File: src/rtl/spcm_pkg.sv
package spcm_pkg;

  typedef enum logic [1:0] {
    LEN_BAD    = 2'd0,
    LEN_NARROW = 2'd1,
    LEN_WIDE   = 2'd2
  } len_cls_t;

  // Map a counted strobe length onto a sample class
  function automatic len_cls_t classify_len(input int bits, input int nar, input int wid);
    if (bits == wid) return LEN_WIDE;
    if (bits == nar) return LEN_NARROW;
    return LEN_BAD;
  endfunction

endpackage

File: src/rtl/spcm_sync.sv
module spcm_sync #(
  parameter int NP = 2
) (
  input  logic          clk,
  input  logic          rst_n,
  input  logic          bit_clk,
  input  logic [NP-1:0] stb,
  input  logic [NP-1:0] ser_in,
  output logic          tick,
  output logic [NP-1:0] stb_lvl,
  output logic [NP-1:0] stb_rise,
  output logic [NP-1:0] stb_fall,
  output logic [NP-1:0] din
);

  logic          bclk_q, bclk_qq;
  logic [NP-1:0] stb_q, stb_qq, din_q;

  always_ff @(posedge clk) begin
    if (!rst_n) begin
      bclk_q  <= 1'b0;
      bclk_qq <= 1'b0;
      stb_q   <= '0;
      stb_qq  <= '0;
      din_q   <= '0;
    end else begin
      bclk_q  <= bit_clk;
      bclk_qq <= bclk_q;
      stb_q   <= stb;
      stb_qq  <= stb_q;
      din_q   <= ser_in;
    end
  end

  assign tick     = bclk_q & ~bclk_qq;
  assign stb_lvl  = stb_q;
  assign stb_rise = stb_q & ~stb_qq;
  assign stb_fall = ~stb_q & stb_qq;
  assign din      = din_q;

endmodule

File: src/rtl/spcm_lane.sv
module spcm_lane
  import spcm_pkg::*;
#(
  parameter int SMP_W = 16,
  parameter int NAR_W = 8
) (
  input  logic             clk,
  input  logic             rst_n,
  input  logic             tick,
  input  logic             stb_lvl,
  input  logic             stb_rise,
  input  logic             stb_fall,
  input  logic             din,
  input  logic [SMP_W-1:0] tx_word,
  output logic             ser_out,
  output logic             ser_oe,
  output logic             smp_valid,
  output logic             smp_wide,
  output logic [SMP_W-1:0] smp_data,
  output logic             len_err,
  output logic             fmt_err
);

  localparam int CNT_W = $clog2(SMP_W * 2);
  localparam int PAD_W = SMP_W - NAR_W;
  localparam logic [CNT_W-1:0] CNT_MAX = '1;

  logic [CNT_W-1:0] bit_cnt;
  logic [SMP_W-1:0] rx_sh, tx_sh;
  logic             locked, lock_wide, oe_q;

  // Serial image of a core word for the current width state
  function automatic logic [SMP_W-1:0] tx_image(input logic [SMP_W-1:0] w, input logic nar);
    tx_image = nar ? {w[NAR_W-1:0], {PAD_W{1'b0}}} : w;
  endfunction

  // Parallel sample from the receive shifter
  function automatic logic [SMP_W-1:0] rx_image(input logic [SMP_W-1:0] sh, input logic wide);
    rx_image = wide ? sh : {{PAD_W{1'b0}}, sh[NAR_W-1:0]};
  endfunction

  len_cls_t cls;
  logic     shift_en, cls_wide, width_clash, accept_evt, reject_len, reject_fmt;

  assign cls         = classify_len(int'(bit_cnt), NAR_W, SMP_W);
  assign shift_en    = tick & stb_lvl & ~stb_rise;
  assign cls_wide    = (cls == LEN_WIDE);
  assign width_clash = locked & (cls_wide != lock_wide);
  assign reject_len  = stb_fall & (cls == LEN_BAD);
  assign reject_fmt  = stb_fall & (cls != LEN_BAD) & width_clash;
  assign accept_evt  = stb_fall & (cls != LEN_BAD) & ~width_clash;

  // Shift datapath and bit counter
  always_ff @(posedge clk) begin
    if (!rst_n) begin
      bit_cnt <= '0;
      rx_sh   <= '0;
      tx_sh   <= '0;
      oe_q    <= 1'b0;
    end else begin
      oe_q <= stb_lvl;
      if (stb_rise) begin
        bit_cnt <= '0;
        tx_sh   <= tx_image(tx_word, locked & ~lock_wide);
      end else if (shift_en) begin
        rx_sh <= {rx_sh[SMP_W-2:0], din};
        tx_sh <= {tx_sh[SMP_W-2:0], 1'b0};
        if (bit_cnt != CNT_MAX) bit_cnt <= bit_cnt + CNT_W'(1);
      end
    end
  end

  // Outcome of each strobe and width lock
  always_ff @(posedge clk) begin
    if (!rst_n) begin
      smp_valid <= 1'b0;
      smp_wide  <= 1'b0;
      smp_data  <= '0;
      len_err   <= 1'b0;
      fmt_err   <= 1'b0;
      locked    <= 1'b0;
      lock_wide <= 1'b0;
    end else begin
      smp_valid <= accept_evt;
      len_err   <= reject_len;
      fmt_err   <= reject_fmt;
      if (accept_evt) begin
        smp_data  <= rx_image(rx_sh, cls_wide);
        smp_wide  <= cls_wide;
        locked    <= 1'b1;
        lock_wide <= cls_wide;
      end
    end
  end

  assign ser_out = tx_sh[SMP_W-1];
  assign ser_oe  = oe_q;

endmodule

File: src/rtl/spcm_window.sv
module spcm_window #(
  parameter int TMR_W = 16
) (
  input  logic             clk,
  input  logic             rst_n,
  input  logic             open_evt,
  input  logic             close_evt,
  input  logic [TMR_W-1:0] limit,
  output logic             timeout
);

  logic             armed;
  logic [TMR_W-1:0] cnt;
  logic             expire_evt;

  assign expire_evt = armed & ~open_evt & ~close_evt & (cnt == limit);

  always_ff @(posedge clk) begin
    if (!rst_n) begin
      armed   <= 1'b0;
      cnt     <= '0;
      timeout <= 1'b0;
    end else begin
      timeout <= expire_evt;
      if (open_evt) begin
        armed <= 1'b1;
        cnt   <= '0;
      end else if (close_evt || expire_evt) begin
        armed <= 1'b0;
      end else if (armed) begin
        cnt <= cnt + TMR_W'(1);
      end
    end
  end

endmodule

File: src/rtl/spcm_port.sv
module spcm_port #(
  parameter int SMP_W = 16,
  parameter int NAR_W = 8,
  parameter int TMR_W = 16
) (
  input  logic               clk,
  input  logic               rst_n,
  input  logic               bit_clk,
  input  logic [1:0]         stb,
  input  logic [1:0]         ser_in,
  output logic [1:0]         ser_out,
  output logic [1:0]         ser_oe,
  input  logic [2*SMP_W-1:0] core_tx,
  input  logic [TMR_W-1:0]   win_limit,
  output logic               frame_pulse,
  output logic               win_timeout,
  output logic [1:0]         smp_valid,
  output logic [1:0]         smp_wide,
  output logic [2*SMP_W-1:0] smp_data,
  output logic [1:0]         len_err,
  output logic [1:0]         fmt_err
);

  localparam int NP = 2;

  logic          tick;
  logic [NP-1:0] stb_lvl, stb_rise, stb_fall, din;

  spcm_sync #(.NP(NP)) u_sync (
    .clk      (clk),
    .rst_n    (rst_n),
    .bit_clk  (bit_clk),
    .stb      (stb),
    .ser_in   (ser_in),
    .tick     (tick),
    .stb_lvl  (stb_lvl),
    .stb_rise (stb_rise),
    .stb_fall (stb_fall),
    .din      (din)
  );

  for (genvar i = 0; i < NP; i++) begin : g_lane
    spcm_lane #(.SMP_W(SMP_W), .NAR_W(NAR_W)) u_lane (
      .clk       (clk),
      .rst_n     (rst_n),
      .tick      (tick),
      .stb_lvl   (stb_lvl[i]),
      .stb_rise  (stb_rise[i]),
      .stb_fall  (stb_fall[i]),
      .din       (din[i]),
      .tx_word   (core_tx[i*SMP_W +: SMP_W]),
      .ser_out   (ser_out[i]),
      .ser_oe    (ser_oe[i]),
      .smp_valid (smp_valid[i]),
      .smp_wide  (smp_wide[i]),
      .smp_data  (smp_data[i*SMP_W +: SMP_W]),
      .len_err   (len_err[i]),
      .fmt_err   (fmt_err[i])
    );
  end

  spcm_window #(.TMR_W(TMR_W)) u_window (
    .clk       (clk),
    .rst_n     (rst_n),
    .open_evt  (stb_rise[0]),
    .close_evt (stb_rise[1]),
    .limit     (win_limit),
    .timeout   (win_timeout)
  );

  assign frame_pulse = stb_rise[0];

endmodule

File: config.mk
export PLATFORM = sky130hd
export DESIGN_NAME = spcm_port
export DESIGN_NICKNAME = d
export VERILOG_FILES = /design/src/rtl/spcm_pkg.sv /design/src/rtl/spcm_sync.sv /design/src/rtl/spcm_lane.sv /design/src/rtl/spcm_window.sv /design/src/rtl/spcm_port.sv
export SDC_FILE = /design/constraint.sdc
export NUM_CORES = 1
export LEC_CHECK = 0
export BUFFER_PORTS_ARGS = -buffer_cell sky130_fd_sc_hd__buf_2
export CORE_ASPECT_RATIO = 1.4
export CORE_UTILIZATION = 30
export DETAILED_ROUTE_END_ITERATION = 12
export GPL_TIMING_DRIVEN = 0
export PLACE_DENSITY = 0.45
export SETUP_SLACK_MARGIN = 0.2
export SLEW_MARGIN = 20
export SYNTH_ARGS = -nofsm -noshare
export SYNTH_HDL_FRONTEND = slang
export SYNTH_SLANG_ARGS = --single-unit
File: constraint.sdc
create_clock -name clk -period 2.7 [get_ports clk]
set_input_delay 0.405 -clock clk [delete_from_list [all_inputs] [get_ports clk]]
set_output_delay 0.405 -clock clk [all_outputs]
set_load 0.1 [all_outputs]
==> flow_summary.json <==
{
  "cts-resized-gates": 0,
  "yosysSeqAreaShare_pct": 45.16,
  "p_leak_nw": 2.984,
  "clock-root-buffer": "clkbuf_16",
  "overflow": 0,
  "syn_to_final_growth_pct": 21.82,
  "total_power_mw": 4.673,
  "grt_pass1_vias": 5438,
  "dieArea_um2": 21570,
  "vias": 5304,
  "status": "complete, no violations",
  "grt_max_degree": 17,
  "fp.dieW_um": 124.4,
  "start_kind": "flip-flop",
  "routedWlPerCell_um": 14.56,
  "final_common_cell": "nand2_1",
  "core_um2": 20560,
  "cpMaxStageDelayCell": "clkbuf_4",
  "drive_gt1_share_pct": 21.13,
  "initial_utilization_pct": 30.62,
  "async_reset_ff_share_pct": 0,
  "max_freq_mhz": 429.8,
  "synthesis.area_um2": 6295,
  "synth.area.mux_share_pct": 2.703,
  "post_synth_xor_area_fraction_pct": 4.055,
  "arrival_ns": 1.92,
  "setup_violations": 0,
  "clk_latency_ns": 0.42,
  "worstPathCellList": "nand2b_1 -> inv_2 -> clkbuf_1 -> clkbuf_4",
  "rsz0062_at_grt": "false",
  "final_nets": 897,
  "drtAntennaViolNets": 0,
  "synth_top_family_by_area": "simple AND/OR/NAND/NOR gates",
  "rrSetupSlack_ns": 0.57,
  "final_cell_mix": "nand2_1, dfxtp_1, buf_2",
  "cts_max_level": 4,
  "fin_skew_ns": 0.007411,
  "hold_class": "in2reg",
  "clock_sinks": 142,
  "crit_start": "u_sync.stb_qq[0]$_SDFF_PN0_",
  "clockBufferDepth": 2,
  "synth_flop_cell": "dfxtp_1",
  "crit_end": "frame_pulse",
  "syn_nets": 779,
  "fin_setup_tns_ns": 0,
  "final-max-slew-violation-count": 0,
  "hold_viol": 0,
  "synth-simple-area-share_pct": 25.58,
  "timing.rr.start": "g_lane[0].u_lane.bit_cnt[0]$_SDFFE_PP0P_",
  "critPathKind": "reg2out",
  "synthAdderAreaFrac_pct": 1.391,
  "grt_usage_pct": 15.45,
  "drc": 0,
  "drtIter0Drc": 243,
  "syn_avg_cell_area_um2": 8.779,
  "viasPerCell": 4.809,
  "grt_pass1_wl_um": 26720,
  "drt_wl_total_um": 16060,
  "crit_path_end_kind": "output port",
  "min_period_ns": 2.327,
  "cts_tree": "done",
  "ys_warn_count": 0,
  "cp_max_fo": 10,
  "cts_inserted_buffers": 17,
  "min_period_over_period_pct": 86.17,
  "postCtsSetupBuffers": 0,
  "critical_path.max_stage_delay_ns": 0.42,
  "grt_antenna_before_repair": 0,
  "rows": 62,
  "clkTransAtPathRegs_ns": 0.06,
  "die_h_um": 173.4,
  "maxSlewHeadroom_pct": 55.76,
  "required_ns": 2.30,
  "r2r_cells": 11,
  "synth-seq-cells": 142,
  "cts_hold_buf": 0,
  "ir_drop_v": 0.0003726,
  "synth-edff-count": 0,
  "port_buffers": 99,
  "maxCapViolations": 0,
  "first_pass_iters": 6,
  "worst_slew_pin_slew_ns": 0.6637,
  "io_pins": 101,
  "powerDensity_nw_per_um2": 609.4,
  "synth_compound_area_share_pct": 15.52,
  "syn_inst": 717,
  "ys_types": 58,
  "diodes": 0,
  "gp_congestion": 0.8436,
  "hpwl_um": 12070,
  "regToRegEndpoint": "g_lane[0].u_lane.smp_data[15]$_SDFFE_PN0P_"
}
[where the power goes]
part           total [mW]  internal [mW]  switching, mW
Combinational       0.288          0.117          0.171
Clock                2.24           1.34          0.891
Sequential           2.15           2.13         0.0205
Total                4.67           3.59           1.08
[worst min path at each step]
stage          slack, ns                     start                      endpoint  cells past startpoint
2_1_floorplan       0.42  u_sync.bclk_q$_SDFF_PN0_     u_sync.bclk_qq$_SDFF_PN0_                      1
3_3_place_gp        0.43  u_sync.bclk_q$_SDFF_PN0_     u_sync.bclk_qq$_SDFF_PN0_                      1
3_5_place_dp        0.45  u_sync.bclk_q$_SDFF_PN0_     u_sync.bclk_qq$_SDFF_PN0_                      1
4_1_cts             0.18                   bit_clk      u_sync.bclk_q$_SDFF_PN0_                      2
5_1_grt             0.19                    stb[1]  u_sync.stb_lvl[1]$_SDFF_PN0_                      2
6_report            0.20                   bit_clk      u_sync.bclk_q$_SDFF_PN0_                      2
[cell families after synthesis]
kind of cell / count (synthesis)
and+or+nand+nor: 325
DFF: 142
AOI/OAI and AO/OA: 135
buffers and inverters: 64
xor gates and xnor gates: 27
muxes: 17
adders and majority gates: 7
[Yosys cell counts (3+ instances only)]
| library cell | instances | area [um2] |
|---|---|---|
| a222oi_1 | 7 | 70.07 |
| nor2b_1 | 30 | 187.7 |
| buf_6 | 4 | 45.04 |
| nand3b_1 | 3 | 22.52 |
| a22oi_1 | 9 | 67.56 |
| ha_1 | 7 | 87.58 |
| and2_1 | 20 | 125.1 |
| mux2i_1 | 17 | 170.2 |
| nand2b_1 | 6 | 37.54 |
| xor2_1 | 9 | 78.83 |
| or4_1 | 4 | 30.03 |
| a21oi_1 | 23 | 115.1 |
| buf_2 | 8 | 40.04 |
| a21boi_0 | 47 | 352.8 |
| o21ai_0 | 18 | 90.09 |
| a21boi_2 | 10 | 112.6 |
| nand2_1 | 168 | 630.6 |
| and3_1 | 17 | 106.4 |
| nand3_1 | 28 | 140.1 |
| buf_4 | 12 | 90.09 |
| a221oi_1 | 8 | 70.07 |
| dfxtp_1 | 142 | 2843 |
| nand4_1 | 9 | 56.30 |
| inv_1 | 7 | 26.28 |
| or3_1 | 6 | 37.54 |
| clkbuf_1 | 30 | 112.6 |
| xnor2_1 | 17 | 148.9 |
| nor2_1 | 15 | 56.30 |
[stage by stage]
| step | hold WS, ns | std cells | utilization [%] | cell area [um2] | setup slack, ns |
|---|---|---|---|---|---|
| 6_report | 0.1962 | 1103 | 37.30 | 7669 | 0.3734 |
| 5_1_grt | 0.1855 | 1103 | 37.30 | 7669 | 0.2033 |
| 4_1_cts | 0.1809 | 1103 | 37.29 | 7666 | 0.2585 |
| 3_5_place_dp | 0.4464 | 1072 | 34.59 | 7111 | 0.5614 |
| 3_3_place_gp | 0.4347 | 1072 | 34.59 | 7111 | 0.5848 |
| 2_1_floorplan | 0.4231 | 717 | - | 6295 | 0.5357 |
[critical path, delay by kind of cell (launching register included)]
kind          cells  cell delay [ns]
simple gates      1             0.23
buf+inv           3             0.91
flops             1             0.35
[metal layers]
layer	track usage (%)	wire, um	part of all wire, %	vias to the layer above
met5	0	0	0	-
met4	5.622	291	1.8	0
met3	3.858	561	3.5	19
met2	28.08	8385	52	106
met1	17.19	6824	42	2503
li1	-	-	-	2676
[flip-flops by register name (all words and copies together), names as in the netlist, 10 cells and up]
| name | flops |
|---|---|
| g_lane.u_lane.bit_cnt | 10 |
| u_window.cnt | 16 |
| g_lane.u_lane.rx_sh | 32 |
| g_lane.u_lane.tx_sh | 32 |
| g_lane.u_lane.smp_data | 32 |
[final cells by class]
cell class | count | area (um2)
multi-input combinational | 511 | 3100
sequential | 142 | 2843
tap | 256 | 320.3
clock inverter | 12 | 122.6
fill | 2103 | 12890
buffer | 56 | 321.6
inverter | 8 | 30.03
clock buffer | 19 | 432.9
timing repair buffer | 99 | 498.0
(Power assumes the default switching activity.)
